`src/rtl/hbiso_bank_trk.sv`:
```
module hbiso_bank_trk #(
  parameter int NBANK = 3
) (
  input  logic                       clk_i,
  input  logic                       rst_ni,
  input  logic                       wr_i,
  input  logic [1:0]                 pid_i,
  input  logic                       rel_i,
  input  logic [NBANK-1:0]           set_i,
  output logic [NBANK-1:0]           wr_oh_o,
  output logic [$clog2(NBANK+1)-1:0] busy_o,
  output logic                       cur_tag_o,
  output logic [1:0]                 cur_pid_o
);
  localparam int PW = (NBANK > 1) ? $clog2(NBANK) : 1;
  localparam int CW = $clog2(NBANK+1);

  logic [PW-1:0]    wr_ptr_q, rd_ptr_q;
  logic [CW-1:0]    busy_q;
  logic [NBANK-1:0] tag_q;
  logic [1:0]       pid_q [NBANK];
  logic             rel_ok;

  function automatic logic [PW-1:0] ptr_inc(input logic [PW-1:0] p);
    return (p == PW'(NBANK-1)) ? '0 : p + PW'(1);
  endfunction

  assign rel_ok    = rel_i && (busy_q != '0);
  assign wr_oh_o   = NBANK'(1) << wr_ptr_q;
  assign busy_o    = busy_q;
  assign cur_tag_o = (busy_q != '0) && tag_q[rd_ptr_q];
  assign cur_pid_o = pid_q[rd_ptr_q];

  always_ff @(posedge clk_i or negedge rst_ni) begin
    if (!rst_ni) begin
      wr_ptr_q <= '0;
      rd_ptr_q <= '0;
      busy_q   <= '0;
    end else begin
      if (wr_i)   wr_ptr_q <= ptr_inc(wr_ptr_q);
      if (rel_ok) rd_ptr_q <= ptr_inc(rd_ptr_q);
      busy_q <= busy_q + CW'(wr_i) - CW'(rel_ok);
    end
  end

  for (genvar i = 0; i < NBANK; i++) begin : g_bank
    logic clr;
    assign clr = (wr_i && wr_ptr_q == PW'(i)) || (rel_ok && rd_ptr_q == PW'(i));
    always_ff @(posedge clk_i or negedge rst_ni) begin
      if (!rst_ni) begin
        tag_q[i] <= 1'b0;
        pid_q[i] <= 2'd0;
      end else begin
        tag_q[i] <= set_i[i] | (tag_q[i] & ~clr);
        if (wr_i && wr_ptr_q == PW'(i)) pid_q[i] <= pid_i;
      end
    end
  end


  no_overflow_chk: assert property (@(posedge clk_i) disable iff (!rst_ni)
    wr_i |-> busy_q != CW'(NBANK));

  cur_pid_chk: assert property (@(posedge clk_i) disable iff (!rst_ni)
    wr_i && busy_q == '0 |=> cur_pid_o == $past(pid_i));
endmodule

```
`config.mk`:
```
export PLATFORM = sky130hd
export DESIGN_NAME = hbiso_bank_trk
export DESIGN_NICKNAME = d
export VERILOG_FILES = /design/src/rtl/hbiso_bank_trk.sv
export SDC_FILE = /design/constraint.sdc
export NUM_CORES = 1
export LEC_CHECK = 0
export CAP_MARGIN = 10
export CORE_MARGIN = 8
export CORE_UTILIZATION = 34
export CTS_BUF_LIST = sky130_fd_sc_hd__clkbuf_2 sky130_fd_sc_hd__clkbuf_4 sky130_fd_sc_hd__clkbuf_8
export DETAILED_ROUTE_END_ITERATION = 16
export DONT_BUFFER_PORTS = 1
export PLACE_DENSITY = 0.51
export SLEW_MARGIN = 25
export SYNTH_ARGS = -nofsm -noshare
export SYNTH_HDL_FRONTEND = slang
export SYNTH_SLANG_ARGS = --single-unit
```
`constraint.sdc`:
```
create_clock -name clk_i -period 2.74 [get_ports clk_i]
set_input_delay 0.685 -clock clk_i [delete_from_list [all_inputs] [get_ports clk_i]]
set_output_delay 0.685 -clock clk_i [all_outputs]
set_load 0.01 [all_outputs]
```
==> results.md <==
* Status: finished, final reports clean
* Final setup vio count at 0
* Setup Total Neg Slack at 0 ns
* Worst path bufs/invs at 0
* CTS tree: yes
* Cts repair resizes at 0
* Arrival time worst endpoint at 1.33 ns
* N_diodes at 0
* Final HPWL DP at 1080 um
* Most common cell after layout, fill and taps aside: dfrtp_1
* Rel. slew slack at 63.2%
* Cell Area, Synth at 701 um2
* DRC at 0
* Nets at 74
* Root Buffer: clkbuf_4
* Crit path required time at 2.06 ns
* Initial core utilization at 35.7%
* Peak supply drop at 0.000340 V
* Fmax at 497 MHz
* Fillers at 219
* Worst min path class: in2async
* Cell chain of the critical path: mux2i_1 -> nor2_1 -> o22a_1
* Maxcap violations at 0
* CP Launch Type: flop
* Ports at 17
* Die Area at 3770 um2
* Post-synth EDFFs at 0
* Post-CTS Setup Bufs at 0
* Final wirelength at 1390 um
* Setup crit end kind: primary output
* H-Tree Depth at 1
* Global-route wire length before repair at 2250 um
* Register bit total from synthesis at 15
* PwrDens at 1130 nW/um2
* Most frequent cells in the layout: 15 x dfrtp_1, 5 x o21ai_0
* Fin. Hold Viols at 0
* Period utilisation layout at 73.4%
* Layout Cells excl Fill at 90
* Synth Net Count at 71
* Critical Path Max Stage Delay at 0.54 ns
* Die Y at 61.4 um
* Syn avg cell area at 11.5 um2
* Wire per inst at 15.4 um
* Total Routing Usage GR at 8.17%
* Grt met3 use at 2.71%
* Drt pass-1 iters at 3
* Rows at 16
* Synth async-reset ratio at 100%
* Worst slew pin tran at 0.546 ns
* Post-DR vias/cell at 5.02
* Min Tclk post-route at 2.01 ns
* Area Growth Syn to Fin at 7.86%
* RSZ-0062 raised after global routing: false
* Remaining antenna violation count after routing at 0
* Seq/Total Area, Yosys at 53.6%
* Ys Warns at 0
* Critical path class: reg2out
* Vias in the first global route at 451
* Later-pin clock latency in the skew report at 0.27 ns
* Worst-path clk slew at 0.09 ns
* Critical path's top delay family: flip-flops
* Pin count of the biggest net entering global routing at 16
* Layout cells sized above 1 at 17.5%
* I/O Buffers at 0
* GRT Max-Usage Layer: met2
* Cts bufs inserted at 3
* Drt first-iter violations at 7
* Critical-path top delay cell: dfrtp_1
* Vias post-DR at 452
* Unique masters post-synth at 24
* CTS Hold Buffers Added at 0
* Clock skew at 0.00150 ns
* Slew Limit Fails at 0
* Crit-path max FO at 8
* Static leakage at 0.348 nW
* Clk sink count at 15
* GRT met1 Usage at 9.28%
* Cell area after layout at 756 um2
* Grt total ovfl at 0
* Core area at 1960 um2
* Synth Flop Type: dfrtp_1
* Clk buf depth at 2
* Dpl cells at 86
* Initial antenna violation count at 0
* Synth Instances at 61
* Die width at 61.4 um
* Global Route met2 Usage at 12.5%
* Dpl cell area at 726 um2
* GPL Wtd Cong at 0.693
-- layer usage --
metal	vias up	wire, um
li1	219	-
met2	9	660
met1	222	579
met5	-	0
met4	0	27
met3	2	119
-- worst reg2reg max path, delay by kind of cell, from the launching register on --
kind	cells	cell delay, ns
compound gates	2	0.67
flops	1	0.47
simple gates	1	0.14
-- synth_stat cells, drive strengths merged, types with 2 or more instances --
cell | n | area (um2)
nand3b | 2 | 15.0
o21bai | 2 | 15.0
mux2 | 6 | 75.1
mux2i | 4 | 40.0
dfrtp | 15 | 375
o21ai | 5 | 25.0
nor2 | 4 | 15.0
inv | 4 | 15.0
a21o | 2 | 15.0
nand2 | 4 | 15.0
-- where the power goes --
group          switching, mW  internal, mW
clock network         0.0684        0.0663
registers              0.109         0.318
logic                  0.140         0.152
-- per-stage QoR --
step | hold slack (ns) | setup WS (ns) | util, % | total power [mW]
final | 0.0915 | 0.728 | 38.5 | 0.854
after global routing | 0.0637 | 0.653 | 38.5 | 0.920
after CTS | 0.0789 | 0.709 | 38.5 | 0.869
after detailed placement | 0.390 | 1.03 | 37.0 | 0.732
after global placement | 0.390 | 1.06 | 37.0 | 0.721
after floorplan | 0.389 | 1.14 | - | 0.667
-- path summary, 6_finish.rpt --
path                       depth (start not counted)  slack (ns)          end         from
setup / recovery                                   3        0.73    cur_tag_o  rd_ptr_q[1]
hold / removal                                     0        0.09     tag_q[0]       rst_ni
setup reg to reg                                   3        1.37  rd_ptr_q[1]    busy_o[0]
hold reg to reg                                    1        0.51     pid_q[0]     pid_q[0]
max in group asynchronous                          0        2.58     pid_q[3]       rst_ni
min in group clk_i                                 1        0.49  wr_ptr_q[0]         wr_i
-- layout make-up --
cell class	instances	area (um2)	area share [%]
Clock buffer	4	30.0	3.97
Tap cell	27	33.8	4.47
Inverter	4	15.0	1.99
Sequential cell	15	375	49.7
Multi-Input combinational cell	40	302	39.9
-- cell families after synthesis --
family / Yosys count / share of synthesized area, %
and+or+nand+nor: 16 / 12.3
DFF: 15 / 53.6
AOI/OAI and AO/OA: 12 / 11.2
muxes: 10 / 16.4
buffers and inverters: 6 / 3.39
xor gates and xnor gates: 1 / 1.25
adders and majority gates: 1 / 1.79
-- state kept, by name, summed over array words and instances (netlist names) --
signal    flops
rd_ptr_q      2
tag_q         3
wr_ptr_q      2
busy_o        2
pid_q         6
No activity file was read; power rests on OpenSTA's default activity.
